`src/rtl/flash_row_pkg.sv`:
```
package flash_row_pkg;

    // register select codes on bus_sel
    localparam logic [2:0] SEL_CTRL  = 3'd0;
    localparam logic [2:0] SEL_PAGE  = 3'd1;
    localparam logic [2:0] SEL_OFFS  = 3'd2;
    localparam logic [2:0] SEL_KEY   = 3'd3;
    localparam logic [2:0] SEL_LATCH = 3'd4;

    // unlock key values, in required order
    localparam logic [7:0] KEY_STEP1 = 8'h55;
    localparam logic [7:0] KEY_STEP2 = 8'hAA;

    // control word bit positions
    localparam int CB_GO    = 15;
    localparam int CB_WREN  = 14;
    localparam int CB_ERR   = 13;
    localparam int CB_ERASE = 6;

    localparam logic [3:0] TGT_PFLASH_ROW = 4'h1;

    typedef enum logic [1:0] {
        K_LOCKED = 2'd0,
        K_HALF   = 2'd1,
        K_OPEN   = 2'd2
    } key_state_e;

    typedef enum logic [1:0] {
        M_IDLE = 2'd0,
        M_ROW  = 2'd1,
        M_HOLD = 2'd2
    } seq_state_e;

endpackage

```
`src/rtl/flash_key_unlock.sv`:
```
module flash_key_unlock
    import flash_row_pkg::*;
(
    input  logic       clk,
    input  logic       rst_n,
    input  logic       key_we,
    input  logic [7:0] key_val,
    input  logic       ctrl_we,
    output logic       unlocked
);

    key_state_e state_q, state_d;

    // state register
    always_ff @(posedge clk) begin
        if (!rst_n) state_q <= K_LOCKED;
        else        state_q <= state_d;
    end

    // next state
    always_comb begin
        state_d = state_q;
        if (ctrl_we) begin
            state_d = K_LOCKED;
        end else if (key_we) begin
            unique case (state_q)
                K_LOCKED: state_d = (key_val == KEY_STEP1) ? K_HALF : K_LOCKED;
                K_HALF:   state_d = (key_val == KEY_STEP2) ? K_OPEN : K_LOCKED;
                K_OPEN:   state_d = K_LOCKED;
                default:  state_d = K_LOCKED;
            endcase
        end
    end

    // outputs
    always_comb begin
        unlocked = (state_q == K_OPEN);
    end

endmodule

```
`src/rtl/flash_row_latches.sv`:
```
module flash_row_latches #(
    parameter  int WORD_W    = 24,
    parameter  int ROW_WORDS = 32,
    localparam int IDX_W     = $clog2(ROW_WORDS)
) (
    input  logic              clk,
    input  logic              rst_n,
    input  logic              wr_en,
    input  logic [IDX_W-1:0]  wr_idx,
    input  logic [WORD_W-1:0] wr_data,
    input  logic              clear_all,
    input  logic [IDX_W-1:0]  rd_idx,
    output logic [WORD_W-1:0] rd_data
);

    logic [ROW_WORDS-1:0][WORD_W-1:0] words;

    for (genvar g = 0; g < ROW_WORDS; g++) begin : g_slot
        logic [WORD_W-1:0] slot_q;
        always_ff @(posedge clk) begin
            if (!rst_n)
                slot_q <= '1;
            else if (clear_all)
                slot_q <= '1;
            else if (wr_en && (wr_idx == IDX_W'(g)))
                slot_q <= wr_data;
        end
        assign words[g] = slot_q;
    end

    always_comb begin
        rd_data = words[rd_idx];
    end

endmodule

```
`src/rtl/flash_op_seq.sv`:
```
module flash_op_seq
    import flash_row_pkg::*;
#(
    parameter  int OP_CYCLES = 100000,
    parameter  int ROW_WORDS = 32,
    parameter  int ROW_W     = 18,
    localparam int IDX_W     = $clog2(ROW_WORDS),
    localparam int CNT_W     = $clog2(OP_CYCLES + 1)
) (
    input  logic             clk,
    input  logic             rst_n,
    input  logic             start,
    input  logic             start_erase,
    input  logic [ROW_W-1:0] start_row,
    output logic             busy,
    output logic             word_we,
    output logic [IDX_W-1:0] word_idx,
    output logic [ROW_W-1:0] row_q,
    output logic             erase_q,
    output logic             prog_done
);

    localparam logic [CNT_W-1:0] ROW_LAST = CNT_W'(ROW_WORDS - 1);
    localparam logic [CNT_W-1:0] OP_LAST  = CNT_W'(OP_CYCLES - 1);

    seq_state_e       state_q, state_d;
    logic [CNT_W-1:0] cnt_q;

    // state register with operation context
    always_ff @(posedge clk) begin
        if (!rst_n) begin
            state_q <= M_IDLE;
            cnt_q   <= '0;
            row_q   <= '0;
            erase_q <= 1'b0;
        end else begin
            state_q <= state_d;
            if (state_q == M_IDLE) begin
                cnt_q <= '0;
                if (start) begin
                    row_q   <= start_row;
                    erase_q <= start_erase;
                end
            end else if (state_d == M_IDLE) begin
                cnt_q <= '0;
            end else begin
                cnt_q <= cnt_q + 1'b1;
            end
        end
    end

    // next state
    always_comb begin
        state_d = state_q;
        unique case (state_q)
            M_IDLE: if (start) state_d = M_ROW;
            M_ROW: begin
                if (cnt_q == OP_LAST)       state_d = M_IDLE;
                else if (cnt_q == ROW_LAST) state_d = M_HOLD;
            end
            M_HOLD: if (cnt_q == OP_LAST) state_d = M_IDLE;
            default: state_d = M_IDLE;
        endcase
    end

    // outputs
    always_comb begin
        busy      = (state_q != M_IDLE);
        word_we   = (state_q == M_ROW);
        word_idx  = cnt_q[IDX_W-1:0];
        prog_done = (state_q != M_IDLE) && (cnt_q == OP_LAST) && !erase_q;
    end

endmodule

```
`src/rtl/flash_ctrl_reg.sv`:
```
module flash_ctrl_reg
    import flash_row_pkg::*;
#(
    parameter  int WORD_W    = 24,
    parameter  int PAGE_W    = 8,
    parameter  int OFF_W     = 16,
    parameter  int ROW_WORDS = 32,
    localparam int IDX_W     = $clog2(ROW_WORDS),
    localparam int ROW_W     = PAGE_W + OFF_W - IDX_W - 1
) (
    input  logic              clk,
    input  logic              rst_n,
    input  logic              wr_en,
    input  logic [2:0]        sel,
    input  logic [WORD_W-1:0] wdata,
    input  logic              key_open,
    input  logic              busy,
    output logic [15:0]       ctrl_word,
    output logic              ctrl_wr,
    output logic              start,
    output logic              start_erase,
    output logic [ROW_W-1:0]  start_row
);

    logic              wren_q, err_q, erase_q;
    logic [3:0]        tgt_q;
    logic [PAGE_W-1:0] page_q;
    logic [OFF_W-1:0]  offs_q;
    logic              go_req;

    always_comb begin
        ctrl_wr     = wr_en && (sel == SEL_CTRL);
        go_req      = ctrl_wr && wdata[CB_GO];
        start       = go_req && key_open && wren_q && (wdata[3:0] == TGT_PFLASH_ROW);
        start_erase = wdata[CB_ERASE];
        start_row   = {page_q, offs_q[OFF_W-1:IDX_W+1]};
        ctrl_word   = {busy, wren_q, err_q, 6'b0, erase_q, 2'b0, tgt_q};
    end

    always_ff @(posedge clk) begin
        if (!rst_n) begin
            wren_q  <= 1'b0;
            err_q   <= 1'b0;
            erase_q <= 1'b0;
            tgt_q   <= '0;
            page_q  <= '0;
            offs_q  <= '0;
        end else if (wr_en) begin
            if (sel == SEL_CTRL) begin
                wren_q  <= wdata[CB_WREN];
                erase_q <= wdata[CB_ERASE];
                tgt_q   <= wdata[3:0];
                err_q   <= (go_req && !start) ? 1'b1 : (err_q & wdata[CB_ERR]);
            end
            if (sel == SEL_PAGE) page_q <= wdata[PAGE_W-1:0];
            if (sel == SEL_OFFS) offs_q <= wdata[OFF_W-1:0];
        end
    end

endmodule

```
`src/rtl/flash_row_ctrl.sv`:
```
module flash_row_ctrl
    import flash_row_pkg::*;
#(
    parameter  int WORD_W    = 24,
    parameter  int PAGE_W    = 8,
    parameter  int OFF_W     = 16,
    parameter  int ROW_WORDS = 32,
    parameter  int OP_CYCLES = 100000,
    localparam int IDX_W     = $clog2(ROW_WORDS),
    localparam int ROW_W     = PAGE_W + OFF_W - IDX_W - 1,
    localparam int FA_W      = ROW_W + IDX_W
) (
    input  logic              clk,
    input  logic              rst_n,
    input  logic              bus_we,
    input  logic [2:0]        bus_sel,
    input  logic [IDX_W-1:0]  bus_idx,
    input  logic [WORD_W-1:0] bus_wdata,
    output logic [15:0]       ctrl_q,
    output logic              stall,
    output logic              fl_we,
    output logic [FA_W-1:0]   fl_addr,
    output logic [WORD_W-1:0] fl_wdata
);

    logic              wr_ok;
    logic              key_open;
    logic              ctrl_wr;
    logic              start, start_erase;
    logic [ROW_W-1:0]  start_row, row_q;
    logic              busy, word_we, erase_q, prog_done;
    logic [IDX_W-1:0]  word_idx;
    logic [WORD_W-1:0] latch_word;

    // all register writes are dropped while an operation runs
    always_comb begin
        wr_ok = bus_we && !busy;
    end

    flash_ctrl_reg #(
        .WORD_W(WORD_W), .PAGE_W(PAGE_W), .OFF_W(OFF_W), .ROW_WORDS(ROW_WORDS)
    ) u_regs (
        .clk(clk), .rst_n(rst_n), .wr_en(wr_ok), .sel(bus_sel), .wdata(bus_wdata),
        .key_open(key_open), .busy(busy), .ctrl_word(ctrl_q), .ctrl_wr(ctrl_wr),
        .start(start), .start_erase(start_erase), .start_row(start_row)
    );

    flash_key_unlock u_key (
        .clk(clk), .rst_n(rst_n),
        .key_we(wr_ok && (bus_sel == SEL_KEY)),
        .key_val(bus_wdata[7:0]),
        .ctrl_we(ctrl_wr),
        .unlocked(key_open)
    );

    flash_row_latches #(.WORD_W(WORD_W), .ROW_WORDS(ROW_WORDS)) u_latch (
        .clk(clk), .rst_n(rst_n),
        .wr_en(wr_ok && (bus_sel == SEL_LATCH)),
        .wr_idx(bus_idx), .wr_data(bus_wdata),
        .clear_all(prog_done),
        .rd_idx(word_idx), .rd_data(latch_word)
    );

    flash_op_seq #(.OP_CYCLES(OP_CYCLES), .ROW_WORDS(ROW_WORDS), .ROW_W(ROW_W)) u_seq (
        .clk(clk), .rst_n(rst_n), .start(start), .start_erase(start_erase),
        .start_row(start_row), .busy(busy), .word_we(word_we), .word_idx(word_idx),
        .row_q(row_q), .erase_q(erase_q), .prog_done(prog_done)
    );

    always_comb begin
        stall    = busy;
        fl_we    = word_we;
        fl_addr  = {row_q, word_idx};
        fl_wdata = erase_q ? '1 : latch_word;
    end

endmodule

```
`config.mk`:
```
export PLATFORM = sky130hd
export DESIGN_NAME = flash_row_ctrl
export DESIGN_NICKNAME = d
export VERILOG_FILES = /design/src/rtl/flash_row_pkg.sv /design/src/rtl/flash_key_unlock.sv /design/src/rtl/flash_row_latches.sv /design/src/rtl/flash_op_seq.sv /design/src/rtl/flash_ctrl_reg.sv /design/src/rtl/flash_row_ctrl.sv
export SDC_FILE = /design/constraint.sdc
export NUM_CORES = 2
export LEC_CHECK = 0
export BUFFER_PORTS_ARGS = -buffer_cell sky130_fd_sc_hd__buf_2
export CORE_MARGIN = 4
export CORE_UTILIZATION = 55
export DETAILED_ROUTE_END_ITERATION = 16
export PLACE_DENSITY = 0.77
export SETUP_SLACK_MARGIN = 0.2
export SLEW_MARGIN = 30
export SYNTH_ARGS = -nofsm -noshare
export SYNTH_HDL_FRONTEND = slang
export SYNTH_SLANG_ARGS = --single-unit
```
`constraint.sdc`:
```
create_clock -name clk -period 3.4 [get_ports clk]
set_input_delay 0.68 -clock clk [delete_from_list [all_inputs] [get_ports clk]]
set_output_delay 0.68 -clock clk [all_outputs]
set_load 0.01 [all_outputs]
```
# ---- Yosys cells after proc, flatten, opt, wreduce, memory -nomap -nowiden
# Index checks and enable logic that the tools add are counted.
dict set report word_totals {
  regBits 839
  inputBits 35
  word_cells 162
}
dict set report classes {
  n_addsub 1
  magnitude_cmp 1
  n_eq_ne 44
  n_mux 12
  bitwise 2
  n_reduce_logical 59
}
# op count
set ops {}
lappend ops {{$bmux W24 S5} 1}
lappend ops {{$eq A5 B5 Y1 const B} 16}
lappend ops {{$mux W24} 2}
lappend ops {{$logic_and A1 B1 Y1} 43}
lappend ops {{$eq A5 B4 Y1 const B} 8}
lappend ops {{$eq A5 B3 Y1 const B} 4}
lappend ops {{$add A17 B1 Y17 const B} 1}
lappend ops {{$eq A17 B17 Y1 const B} 1}
lappend ops {{$eq A17 B5 Y1 const B} 1}
lappend ops {{$eq A5 B2 Y1 const B} 2}
lappend ops {{$mux W2} 5}
lappend ops {{$eq A8 B7 Y1 const B} 1}
lappend ops {{$eq A8 B8 Y1 const B} 1}
lappend ops {{$reduce_and A2 Y1} 4}
lappend ops {{$eq A3 B2 Y1 const B} 2}
lappend ops {{$logic_not A2 Y1} 3}
lappend ops {{$lt A5 B6 Y1 const B} 1}
lappend ops {{$pmux W2 S3} 1}
lappend ops {{$eq A5 B1 Y1 const B} 1}
lappend ops {{$logic_not A5 Y1} 1}
lappend ops {{$eq A2 B1 Y1 const B} 2}
lappend ops {{$eq A2 B2 Y1 const B} 2}
lappend ops {{$eq A4 B1 Y1 const B} 1}
lappend ops {{$pmux W2 S2} 1}
lappend ops {{other kinds (10)} 14}

# ---- Longest topological paths before layout
dict set report logic_depth {
  depth_word 12
  ltp_mapped 9
  ltp_nobuf 6
}

# ---- By module
# A second synthesis with hierarchy kept.
dict set report hier_totals {
  hier_cells 4684
  area_unflattened_um2 36652.7
}
# module instances cells_each area_per_inst_um2 seq_area_each_um2
set modules_own_cells {}
lappend modules_own_cells {flash_row_latches 1 4331 33485.9 15374.7}
lappend modules_own_cells {flash_op_seq 1 191 1669.1 760.7}
lappend modules_own_cells {flash_ctrl_reg 1 115 1129.8 500.5}
lappend modules_own_cells {flash_row_ctrl 1 31 214.0 0.0}
lappend modules_own_cells {flash_key_unlock 1 16 153.9 40.0}

# ---- Worst setup path before layout
# No wires, ideal clock.
dict set report synth_timing {
  kind {register -> output}
  start {register u_seq.cnt_q[0]}
  end {output fl_wdata[10]}
  arrival_ps 1879
  path_slack_ps 841
  path_stages_with_launch 9
  path_buffers 4
  cell_sequence {dfxtp_1 > buf_2 > buf_2 > buf_2 > buf_2 > mux2i_1 > a221oi_1 > o22ai_1 > o21bai_1}
}
dict set report synth_between {
  elab_chain_cells 3
}
# element line_no
set synth_rtl {}
lappend synth_rtl {{start: declaration} flash_op_seq.sv:27} ;# logic [CNT_W-1:0] cnt_q;
lappend synth_rtl {{start signal: assignment} flash_op_seq.sv:47} ;# cnt_q <= cnt_q + 1'b1;
lappend synth_rtl {{$bmux W24 S5} flash_row_latches.sv:32} ;# rd_data = words[rd_idx];
lappend synth_rtl {{$mux W24 (implied by the code)} flash_row_latches.sv:32}
lappend synth_rtl {{$mux W24} flash_row_ctrl.sv:74} ;# fl_wdata = erase_q ? '1 : latch_word;
lappend synth_rtl {{end: declaration} flash_row_ctrl.sv:23} ;# output logic [WORD_W-1:0] fl_wdata
# No other way between the ends. The select of a mux whose other input is x is not followed.

# ---- Worst setup path after layout
dict set report layout_timing {
  start {register u_seq.cnt_q[2]}
  end {output fl_wdata[23]}
}
# The elaborated chain is that of the path after synthesis.

==> impl_results.md <==
- Status: finished, violations left
- Failing checks: setup timing
- Critical path class: flop to output port
- # DRC: 0
- Routed WL: 124,000 um
- Worst-path fanout max: 31
- Starting Density: between 50% and 60%
- Reg area: approximately 17,000 um^2
- First-pass GRT wire length: 186,000 um
- # fillers: 4,948
- M2 GR Usage: between 40% and 50%
- Crit path required time: between 2000 and 3000 ps
- H-tree levels: 3
- Synthesized instance count: 4,540
- Met1 usage: between 40 and 50%
- Clk pin slew, worst setup/hold paths: around 70 ps
- Max_cap viols: 0
- Clk sinks: roughly 830
- Vias per cell: 6.29
- M3 GR Usage: under 10%
- Async set or reset register ratio after synthesis: 0%
- Iteration-0 DRC Markers: slightly above 5,000
- Max-slew violations: 0
- Layout Cells excl Fill: approximately 5,400
- Final setup vio count: 23
- TritonCTS clock tree: built
- Static Leak: ~0.019 uW
- # rows: between 90 and 100
- Layout Utilization: approximately two thirds
- Post-route ant nets: 0
- Ys flop type: dfxtp_1
- Register area share after synthesis: a little under half
- Skew final: around 26 ps
- Initial antenna violation count: 5
- Peak supply drop: just under 0.5 mV
- Worst-Skew Late Latency: between 600 and 700 ps
- Startpoint Class: flop
- Commonest non-fill, non-tap cell in the layout: nand2_1
- DP Worst Slack: roughly 250 ps
- Seq cells post-synth: 833
- GRT Util Overall: ~33%
- Core area: between 60,000 and 70,000 um^2
- R2R setup slack: ~430 ps
- Avg Inst Size Synth: about 8 um^2
- Hpwl dp: between 60,000 and 70,000 um
- Min-Delay Path Class: primary input to flop
- Die area: 70,100 um^2
- CP endpoint kind: output port
- Most frequent cells in the layout: nand2_1, dfxtp_1, nand3_1
- Vias in the first global route: approximately 32,000
- Clock root buffer: clkbuf_16
- Layout cells sized above 1: 14.3%
- IO Pins: 100
- Global route total overflow: 0
- Synthesized area: about 36,000 um^2
- Final Cycle Share: 103%
- Cts hold-fix bufs: 0
- Critical path arrival: ~2800 ps
- Vias post-DR: around 34,000
- Setup ws final: -87.7 ps
- Die H: around 260 um
- Syn-to-layout area delta: 18.4%
- CTS buffer count: about 80
- Post-synth EDFFs: 0
- Buffers on Ports: about 90
- Fmax: approximately 0.29 GHz
- Nets: between 4,000 and 5,000
- Die span in x: between 200 and 300 um
- Placed cells: between 5,000 and 6,000
- PwrDens: 471 nW/um^2
- Wire length per cell: roughly 23 um
- Fin. Hold Viols: 0
- Largest net degree at the start of global routing: 194
- Actual slew at the worst max-slew pin: around 1100 ps
- Multi-input logic area: about 19,000 um^2
- Slew HR: between 20% and 30%
- 1st-pass router iterations: 12
- Ys Warns: 0
- RSZ-0062 raised after global routing: yes
- Synth unique cells: about 50
- Final worst path period need: about 3500 ps
- Final estimated routing congestion in global placement: approximately 0.9
- Clk buf depth: 3
- Most Used Layer, Global Route: met2
repair_timing:
action	in CTS	in global routing
gates resized for setup	155	74
pin swaps	52	57
buffers inserted	43	11
endpoints found under the setup margin	24	24
cloned	15	5
metrics by stage:
| stage | hold slack, ps | TNS, ps | total power (uW) | cell area [um^2] |
|---|---|---|---|---|
| 6_report | 397 | -1130 | 20200 | 42900 |
| 2_1_floorplan | 438 | 0 | 10400 | 36300 |
| 4_1_cts | 380 | -221 | 20200 | 42200 |
| 3_5_place_dp | 453 | 0 | 10600 | 37600 |
| 3_3_place_gp | 447 | 0 | 10600 | 37600 |
| 5_1_grt | 389 | -1900 | 20700 | 42900 |
logic make-up after synthesis:
group | count (synthesis) | synth area share, %
AOI/OAI and AO/OA | 278 | 6.23
xor gates and xnor gates | 15 | 0.363
adders and majority gates | 1 | 0.0345
buffers and inverters | 473 | 5.90
DFF | 833 | 46.0
muxes | 421 | 11.6
other | 1 | 0.0103
and+or+nand+nor | 2518 | 29.8
flip-flops by register name, summed over array words and instances, names as in the netlist:
| signal | count |
|---|---|
| u_latch.g_slot.slot_q | 768 |
| u_regs.page_q | 8 |
| u_regs.offs_q | 10 |
| u_regs.wren_q | 1 |
| u_seq.cnt_q | 17 |
| u_seq.row_q | 18 |
| u_key.state_q | 2 |
| u_seq.erase_q | 1 |
| u_regs.err_q | 1 |
| u_regs.erase_q | 1 |
| u_seq.state_q | 2 |
| u_regs.tgt_q | 4 |
worst paths after layout:
check                                     start                       endpoint  depth (start not counted)
worst max-delay path             u_seq.cnt_q[2]                   fl_wdata[23]                         10
worst min-delay path               bus_wdata[4]    u_latch.g_slot[8].slot_q[4]                          3
worst max register to register   u_seq.cnt_q[0]  u_latch.g_slot[23].slot_q[19]                          9
worst min register to register  u_regs.tgt_q[2]                u_regs.tgt_q[2]                          2
critical path, stage by stage, from the launching register on:
cell and delay (ps):
dfxtp_4 370, buf_8 130, buf_12 120, nor2_4 230
buf_12 170, buf_16 240, a22o_1 250, a221oi_4 60
o22ai_1 250, o21bai_2 130, buf_2 170
cell usage after synthesis (2+ instances only):
cell type  number  area share [%]
a21boi_0        7            0.15
a21oi_1         3           0.041
a221oi_1       96             2.3
a22o_1         96             2.3
and2_0         18            0.31
and2_1         16            0.28
and3_1          6            0.10
and4_1          2           0.048
buf_1           6           0.062
buf_2         169             2.3
buf_4          24            0.50
buf_6           8            0.25
clkbuf_1      262             2.7
dfxtp_1       833              46
inv_1           3           0.031
mux2i_1       421              12
nand2_1      1595              17
nand2b_1        3           0.052
nand3_1       775              11
nand4_1         3           0.052
nand4b_1        2           0.048
nor2_1         28            0.29
nor2b_1        42            0.73
nor3_1          7           0.097
nor3b_1         3           0.062
nor4_4          2            0.12
o21bai_1       24            0.50
o22ai_1        48            0.83
or3b_1          2           0.048
or4_1           2           0.041
xnor2_1         6            0.15
xor2_1          9            0.22
power by group:
group / switching (uW) / internal [uW] / leakage [uW] / total, uW
Combinational: 474 / 118 / 0.0107 / 592
Clock: 4000 / 5830 / 0.00142 / 9830
Sequential: 15.0 / 9780 / 0.00675 / 9800
area by class of cell:
| cell class | instances | area share, % |
|---|---|---|
| diodes | 1 | 0.00583 |
| clock buffers | 112 | 5.54 |
| clock inverters | 37 | 1.22 |
| inverters | 3 | 0.0262 |
| multi-input cells | 3244 | 43.4 |
| flip-flops and latches | 833 | 38.9 |
| well taps | 855 | 2.49 |
| repair buffers | 355 | 8.41 |
per-layer routing:
metal  vias to the layer above  share of wire, %  routed length (um)
li1                      15177                 -                   -
met1                     16316                38               47500
met2                      2273                43               53400
met3                       473                13               16200
met4                         4               5.4                6680
met5                         -             0.074                  92
Note: power is estimated with default switching activity, not from simulation.
